## config.mk

```make
export PLATFORM = sky130hd
export DESIGN_NAME = ddr2_mrs_issuer
export DESIGN_NICKNAME = d
export VERILOG_FILES = /design/src/rtl/mrs_pkg.sv /design/src/rtl/mrs_wr_calc.sv /design/src/rtl/mrs_field_encoder.sv /design/src/rtl/mrs_wait_timer.sv /design/src/rtl/ddr2_mrs_issuer.sv
export SDC_FILE = /design/constraint.sdc
export NUM_CORES = 1
export LEC_CHECK = 0
export BUFFER_PORTS_ARGS = -buffer_cell sky130_fd_sc_hd__buf_2
export CAP_MARGIN = 20
export CELL_PAD_IN_SITES_DETAIL_PLACEMENT = 0
export CELL_PAD_IN_SITES_GLOBAL_PLACEMENT = 1
export CORE_UTILIZATION = 48
export CTS_CLUSTER_DIAMETER = 50
export DETAILED_ROUTE_END_ITERATION = 12
export PLACE_DENSITY = 0.81
export SETUP_SLACK_MARGIN = 0.2
export SLEW_MARGIN = 25
export SYNTH_ARGS = -nofsm -noshare
export SYNTH_HDL_FRONTEND = slang
export SYNTH_HIERARCHICAL = 1
export SYNTH_SLANG_ARGS = --single-unit
```

## constraint.sdc

```tcl
create_clock -name clk -period 10.1 [get_ports clk]
set_input_delay 0.505 -clock clk [delete_from_list [all_inputs] [get_ports clk]]
set_output_delay 0.505 -clock clk [all_outputs]
set_load 0.02 [all_outputs]
```

## src/rtl/mrs_pkg.sv

```systemverilog
package mrs_pkg;
   typedef enum logic [1:0] {
      ST_IDLE = 2'd0,
      ST_CMD  = 2'd1,
      ST_WAIT = 2'd2
   } mrs_state_e;

   localparam int MR_FIELD_BITS = 14;
   localparam logic [2:0] BL4_CODE = 3'b010;
   localparam logic [2:0] BL8_CODE = 3'b011;
   localparam int CL_LO = 2;
   localparam int CL_HI = 5;
   localparam int WR_LO = 2;
   localparam int WR_HI = 6;
   localparam int PS_PER_NS = 1000;

   typedef struct packed {
      logic [3:0] bl;
      logic       bt;
      logic [2:0] cl;
      logic       dll_rst;
      logic       pd_slow;
   } mrs_fields_t;
endpackage

```

## src/rtl/mrs_wr_calc.sv

```systemverilog
module mrs_wr_calc #(
   parameter int WRNS_W     = 8,
   parameter int TCK_W      = 14,
   parameter int WR_SAT     = 8,
   parameter bit WR_SEARCH  = 1'b1,
   localparam int CK_W      = $clog2(WR_SAT + 1)
) (
   input  logic [WRNS_W-1:0] wr_ns,
   input  logic [TCK_W-1:0]  tck_ps,
   output logic [CK_W-1:0]   wr_ck
);
   localparam int NUM_W  = WRNS_W + 10;
   localparam int PROD_W = TCK_W + CK_W;
   localparam int W      = ((NUM_W > PROD_W) ? NUM_W : PROD_W) + 1;

   logic [W-1:0] num_w;
   logic [W-1:0] tck_w;

   assign num_w = W'(wr_ns) * W'(mrs_pkg::PS_PER_NS);
   assign tck_w = W'(tck_ps);

   generate
      if (WR_SEARCH) begin : g_search
         logic [WR_SAT-1:0] below;
         for (genvar k = 0; k < WR_SAT; k++) begin : g_step
            assign below[k] = (W'(k) * tck_w) < num_w;
         end
         assign wr_ck = CK_W'($countones(below));
      end else begin : g_divide
         logic [W-1:0] quot;
         always_comb begin
            if (tck_w == '0) quot = '0;
            else             quot = (num_w + tck_w - W'(1)) / tck_w;
         end
         assign wr_ck = (quot > W'(WR_SAT)) ? CK_W'(WR_SAT) : quot[CK_W-1:0];
      end
   endgenerate
endmodule

```

## src/rtl/mrs_field_encoder.sv

```systemverilog
module mrs_field_encoder
   import mrs_pkg::*;
#(
   parameter int ADDR_W = 14,
   parameter int CK_W   = 4
) (
   input  mrs_fields_t       fields,
   input  logic [CK_W-1:0]   wr_ck,
   input  logic              tck_zero,
   output logic [ADDR_W-1:0] addr_word,
   output logic              bad_field
);
   logic            bl_ok;
   logic            cl_ok;
   logic            wr_ok;
   logic [2:0]      bl_code;
   logic [CK_W-1:0] wr_m1;

   assign bl_ok   = (fields.bl == 4'd4) || (fields.bl == 4'd8);
   assign cl_ok   = (int'(fields.cl) >= CL_LO) && (int'(fields.cl) <= CL_HI);
   assign wr_ok   = (int'(wr_ck) >= WR_LO) && (int'(wr_ck) <= WR_HI);
   assign bl_code = (fields.bl == 4'd8) ? BL8_CODE : BL4_CODE;
   assign wr_m1   = wr_ck - CK_W'(1);

   assign bad_field = !bl_ok || !cl_ok || !wr_ok || tck_zero;

   always_comb begin
      addr_word       = '0;
      addr_word[2:0]  = bl_code;
      addr_word[3]    = fields.bt;
      addr_word[6:4]  = fields.cl;
      addr_word[7]    = 1'b0;
      addr_word[8]    = fields.dll_rst;
      addr_word[11:9] = wr_m1[2:0];
      addr_word[12]   = fields.pd_slow;
      addr_word[13]   = 1'b0;
   end
endmodule

```

## src/rtl/mrs_wait_timer.sv

```systemverilog
module mrs_wait_timer #(
   parameter int TMRD_W = 4
) (
   input  logic              clk,
   input  logic              rst_n,
   input  logic              start,
   input  logic              run,
   input  logic [TMRD_W-1:0] limit,
   output logic              expired
);
   logic [TMRD_W-1:0] cnt_q;
   logic [TMRD_W-1:0] lim_q;

   always_ff @(posedge clk) begin
      if (!rst_n) begin
         cnt_q <= '0;
         lim_q <= TMRD_W'(1);
      end else if (start) begin
         cnt_q <= TMRD_W'(1);
         lim_q <= (limit == '0) ? TMRD_W'(1) : limit;
      end else if (run && !expired) begin
         cnt_q <= cnt_q + TMRD_W'(1);
      end
   end

   assign expired = (cnt_q >= lim_q);
endmodule

```

## src/rtl/ddr2_mrs_issuer.sv

```systemverilog
module ddr2_mrs_issuer
   import mrs_pkg::*;
#(
   parameter int ADDR_W    = 14,
   parameter int BA_W      = 2,
   parameter int WRNS_W    = 8,
   parameter int TCK_W     = 14,
   parameter int TMRD_W    = 4,
   parameter int WR_SAT    = 8,
   parameter bit WR_SEARCH = 1'b1
) (
   input  logic              clk,
   input  logic              rst_n,
   input  logic              req_valid,
   output logic              req_ready,
   input  logic [3:0]        req_bl,
   input  logic              req_bt,
   input  logic [2:0]        req_cl,
   input  logic [WRNS_W-1:0] req_wr_ns,
   input  logic [TCK_W-1:0]  req_tck_ps,
   input  logic              req_dll_rst,
   input  logic              req_pd_slow,
   input  logic [TMRD_W-1:0] tmrd_cycles,
   input  logic              banks_idle,
   input  logic              cke_high,
   output logic              mem_cs_n,
   output logic              mem_ras_n,
   output logic              mem_cas_n,
   output logic              mem_we_n,
   output logic [BA_W-1:0]   mem_ba,
   output logic [ADDR_W-1:0] mem_addr,
   output logic              done,
   output logic              err
);
   localparam int CK_W = $clog2(WR_SAT + 1);

   generate
      if (ADDR_W < MR_FIELD_BITS) begin : g_chk_addr
         $error("ADDR_W must cover the 14 mode register bits");
      end
      if (BA_W < 2) begin : g_chk_ba
         $error("BA_W must be at least 2");
      end
      if (TMRD_W < 1) begin : g_chk_tmrd
         $error("TMRD_W must be at least 1");
      end
      if (WR_SAT <= WR_HI) begin : g_chk_sat
         $error("WR_SAT must exceed the largest legal recovery count");
      end
   endgenerate

   mrs_state_e        state_q;
   logic              cmd_q;
   logic [ADDR_W-1:0] addr_q;
   logic              done_q;
   logic              err_q;

   mrs_fields_t       fields;
   logic [CK_W-1:0]   wr_ck;
   logic [ADDR_W-1:0] addr_word;
   logic              bad_field;
   logic              precond_ok;
   logic              accept;
   logic              issue;
   logic              timer_expired;

   assign fields = '{bl: req_bl, bt: req_bt, cl: req_cl,
                     dll_rst: req_dll_rst, pd_slow: req_pd_slow};

   mrs_wr_calc #(
      .WRNS_W    (WRNS_W),
      .TCK_W     (TCK_W),
      .WR_SAT    (WR_SAT),
      .WR_SEARCH (WR_SEARCH)
   ) u_wr_calc (
      .wr_ns  (req_wr_ns),
      .tck_ps (req_tck_ps),
      .wr_ck  (wr_ck)
   );

   mrs_field_encoder #(
      .ADDR_W (ADDR_W),
      .CK_W   (CK_W)
   ) u_encoder (
      .fields    (fields),
      .wr_ck     (wr_ck),
      .tck_zero  (req_tck_ps == '0),
      .addr_word (addr_word),
      .bad_field (bad_field)
   );

   assign req_ready  = (state_q == ST_IDLE);
   assign accept     = req_valid && req_ready;
   assign precond_ok = banks_idle && cke_high;
   assign issue      = accept && precond_ok && !bad_field;

   mrs_wait_timer #(
      .TMRD_W (TMRD_W)
   ) u_timer (
      .clk     (clk),
      .rst_n   (rst_n),
      .start   (issue),
      .run     (state_q != ST_IDLE),
      .limit   (tmrd_cycles),
      .expired (timer_expired)
   );

   always_ff @(posedge clk) begin
      if (!rst_n) begin
         state_q <= ST_IDLE;
         cmd_q   <= 1'b0;
         addr_q  <= '0;
         done_q  <= 1'b0;
         err_q   <= 1'b0;
      end else begin
         cmd_q  <= 1'b0;
         done_q <= 1'b0;
         err_q  <= 1'b0;
         case (state_q)
            ST_IDLE: begin
               if (issue) begin
                  cmd_q   <= 1'b1;
                  addr_q  <= addr_word;
                  state_q <= ST_CMD;
               end else if (accept) begin
                  err_q <= 1'b1;
               end
            end
            ST_CMD, ST_WAIT: begin
               if (timer_expired) begin
                  done_q  <= 1'b1;
                  state_q <= ST_IDLE;
               end else begin
                  state_q <= ST_WAIT;
               end
            end
            default: state_q <= ST_IDLE;
         endcase
      end
   end

   assign mem_cs_n  = !cmd_q;
   assign mem_ras_n = !cmd_q;
   assign mem_cas_n = !cmd_q;
   assign mem_we_n  = !cmd_q;
   assign mem_ba    = '0;
   assign mem_addr  = cmd_q ? addr_q : '0;
   assign done      = done_q;
   assign err       = err_q;
endmodule

```

==> flow_summary.json <==
{
  "status": "finished clean",
  "ant_nets": 0,
  "r2r_setup_slack_ps": 8340,
  "drcViolationCount": 0,
  "routed.top_layer": "met4",
  "final.setup.tns_ps": 0,
  "synth.cell_area_mm2": 0.00707,
  "ys_seq_area_frac": 0.0764,
  "numPortBuffers": 61,
  "fin_skew_ps": 4.77,
  "n_antenna_cell": 0,
  "critPathLaunchType": "input pin",
  "instances_no_fill": 1051,
  "holdCritPathClass": "reg2reg",
  "hp-start": "addr_q[12]$_SDFFE_PN0P_",
  "crit_type": "in2reg",
  "synthCells": 822,
  "slowest_stage": "fa_1",
  "hold_violations": 0,
  "ys_async_sr_fraction": 0,
  "rows": 43,
  "htreeDepth": 1,
  "yosysWarnings": 6,
  "final_nets": 1118,
  "via_per_inst": 5.64,
  "grt_max_degree": 42,
  "met1_length_mm": 7.18,
  "r2r_start": "u_timer/cnt_q[0]$_SDFFE_PN0P_",
  "cts_tree": "built",
  "die_w_um": 123,
  "drive_gt1_frac": 0.130,
  "cp.arrival_ps": 9060,
  "timing.fmax_ghz": 0.112,
  "power_leakage_uw": 0.00359,
  "min_period_ps": 8940,
  "cts_num_sinks": 27,
  "drv_cap": 0,
  "syn_to_final_growth_pct": 6.83,
  "die-area_mm2": 0.0152,
  "wl_per_cell_um": 15.0,
  "powerDensity_mw_per_mm2": 323,
  "cts_buffers": 3,
  "vdd_drop_max_mv": 0.360,
  "pin_count": 64,
  "relSlewSlack": 0.515,
  "gp_congestion": 0.856,
  "synth_edf_count": 0,
  "totalWireLength_mm": 15.8,
  "cts.path.max_buffers": 2,
  "rsz0062_at_grt": "false",
  "dpl.cell_count": 1047,
  "setup_viol": 0,
  "die_h_um": 123,
  "worst_pin_slew_ps": 721,
  "antenna_found_initial": 0,
  "core_mm2": 0.0141,
  "synthTopCellsByCount": "ha_1, inv_1, nand2_1",
  "synth_most_common_cell": "ha_1",
  "firstDrtPassIters": 4,
  "drt_iter0_markers": 219,
  "hold_depth": 2,
  "vias": 5929,
  "synth.area.top_cells": "ha_1, fa_1, dfxtp_1",
  "fillers": 1364,
  "ctsHoldBuffers": 0,
  "post_cts_buffers": 0,
  "dp_hpwl_mm": 13.3,
  "synth_area_leader_cell": "ha_1",
  "grt_pass1_vias": 6071,
  "slew_violations": 0,
  "clock_latency_ps": 270,
  "clk_pin_slew_worst_paths_ps": 70,
  "avgSynthCellArea_um2": 8.60,
  "gr-total-overflow": 0,
  "finalCritPeriodShare": 0.885,
  "slowest_delay_ps": 630,
  "ctsResizeCount": 0,
  "worstPathMaxFanout": 21,
  "initial_core_util": 0.500,
  "rr_worst_depth": 6,
  "grtUsageTotal": 0.216,
  "endpoint_kind": "register",
  "cts_root_buffer": "clkbuf_16",
  "yosysUniqueCellTypes": 82,
  "timing.rr.end": "u_timer/cnt_q[3]$_SDFFE_PP0P_",
  "synth-seq-cells": 27,
  "netlist.area_leader.share": 0.290,
  "wl_met2_mm": 8.10,
  "min_to": "addr_q[12]$_SDFFE_PN0P_",
  "synthFlopType": "dfxtp_1",
  "crit_top_cell": "fa_1",
  "grt_pass1_wl_mm": 26.7,
  "dr_wl_met3_um": 341,
  "worstPathRequired_ps": 10220
}
==> power breakdown <==
part / total, uW / internal (uW) / switching [uW]
Clock: 95.3 / 54.8 / 40.4
Sequential: 119 / 114 / 5.34
Combinational: 2220 / 980 / 1240
Total: 2440 / 1150 / 1290
==> through the flow <==
| step | hold WS [ps] | area (um^2) | setup slack (ps) | power (uW) | utilization |
|---|---|---|---|---|---|
| 2_1_floorplan | 430 | 7080 | 1330 | 1840 | - |
| 3_3_place_gp | 439 | 7470 | 1130 | 2260 | 0.528 |
| 3_5_place_dp | 446 | 7470 | 957 | 2340 | 0.528 |
| 4_1_cts | 457 | 7560 | 1200 | 2450 | 0.534 |
| 5_1_grt | 475 | 7560 | 609 | 2780 | 0.534 |
| 6_report | 453 | 7560 | 1160 | 2440 | 0.534 |
==> critical path, delay by kind of cell <==
family                     cells  cell delay [ps]
adders and majority gates     13             4810
and+or+nand+nor                9             1430
AOI/OAI and AO/OA              8             1370
buffers and inverters          5              560
xor gates and xnor gates       2              360
==> area by class of cell <==
class,instances,area [um^2],area share
multi-input combinational,699,6080,0.805
sequential,27,541,0.0715
tap,180,225,0.0298
clock buffer,3,75.1,0.00994
inverter,75,282,0.0373
timing repair buffer,66,343,0.0454
clock inverter,1,8.76,0.00116
==> registers in the layout (all words and copies together), names as in the netlist <==
name and cells:
addr_q 14, u_timer/cnt_q 4, u_timer/lim_q 4, state_q 2, cmd_q 1, done 1, err 1
==> worst max-delay path by stage <==
stage / slack, ps / depth (start not counted) / start / to
final: 1160 / 37 / req_wr_ns[0] / u_timer/lim_q[0]$_SDFFE_PN1P_
after detailed placement: 960 / 37 / req_wr_ns[0] / u_timer/lim_q[0]$_SDFFE_PN1P_
after global routing: 610 / 36 / req_wr_ns[0] / u_timer/lim_q[0]$_SDFFE_PN1P_
after global placement: 1130 / 34 / req_wr_ns[0] / u_timer/lim_q[0]$_SDFFE_PN1P_
after CTS: 1200 / 37 / req_wr_ns[0] / u_timer/lim_q[0]$_SDFFE_PN1P_
after floorplan: 1330 / 38 / req_wr_ns[0] / u_timer/lim_q[0]$_SDFFE_PN1P_
==> per-layer routing <==
layer / track usage / vias up
met5: 0 / -
met4: 0.0324 / 0
met3: 0.0120 / 12
met2: 0.422 / 68
met1: 0.260 / 2823
li1: - / 3026
==> cells by family after synthesis <==
family / share of synthesized area
buffers and inverters: 0.0653
muxes: 0.0311
other: 0.00159
AOI/OAI and AO/OA: 0.180
adders and majority gates: 0.417
xor gates and xnor gates: 0.0543
and+or+nand+nor: 0.175
DFF: 0.0764
==> cell usage in the layout, fill, tap and decap left out, types with 4 or more instances in the layout <==
cell type | Yosys | final
nor3_1 | 21 | 21
nand2_1 | 66 | 66
o211ai_1 | 4 | 4
o21ai_0 | 25 | 25
inv_1 | 75 | 75
xor2_1 | 13 | 13
nand3_1 | 15 | 15
and2_1 | 17 | 17
a21oi_1 | 52 | 52
a21o_1 | 16 | 16
ha_1 | 164 | 164
or4_1 | 4 | 4
o211ai_2 | 5 | 5
dfxtp_1 | 27 | 27
mux2i_1 | 22 | 22
buf_4 | 15 | 5
nor2b_1 | 14 | 14
conb_1 | 3 | 6
nor4_1 | 7 | 7
xnor2_1 | 29 | 29
fa_1 | 41 | 41
buf_2 | 1 | 61
o21ai_1 | 11 | 11
a31oi_1 | 6 | 6
maj3_2 | 4 | 4
nand4_1 | 6 | 6
nor2_1 | 39 | 39
o21a_1 | 13 | 13
o21bai_1 | 4 | 4
or2_2 | 4 | 4
nand2b_1 | 9 | 9
a211oi_1 | 6 | 6
and3_1 | 7 | 7
No activity file was read; power rests on OpenSTA's default activity.
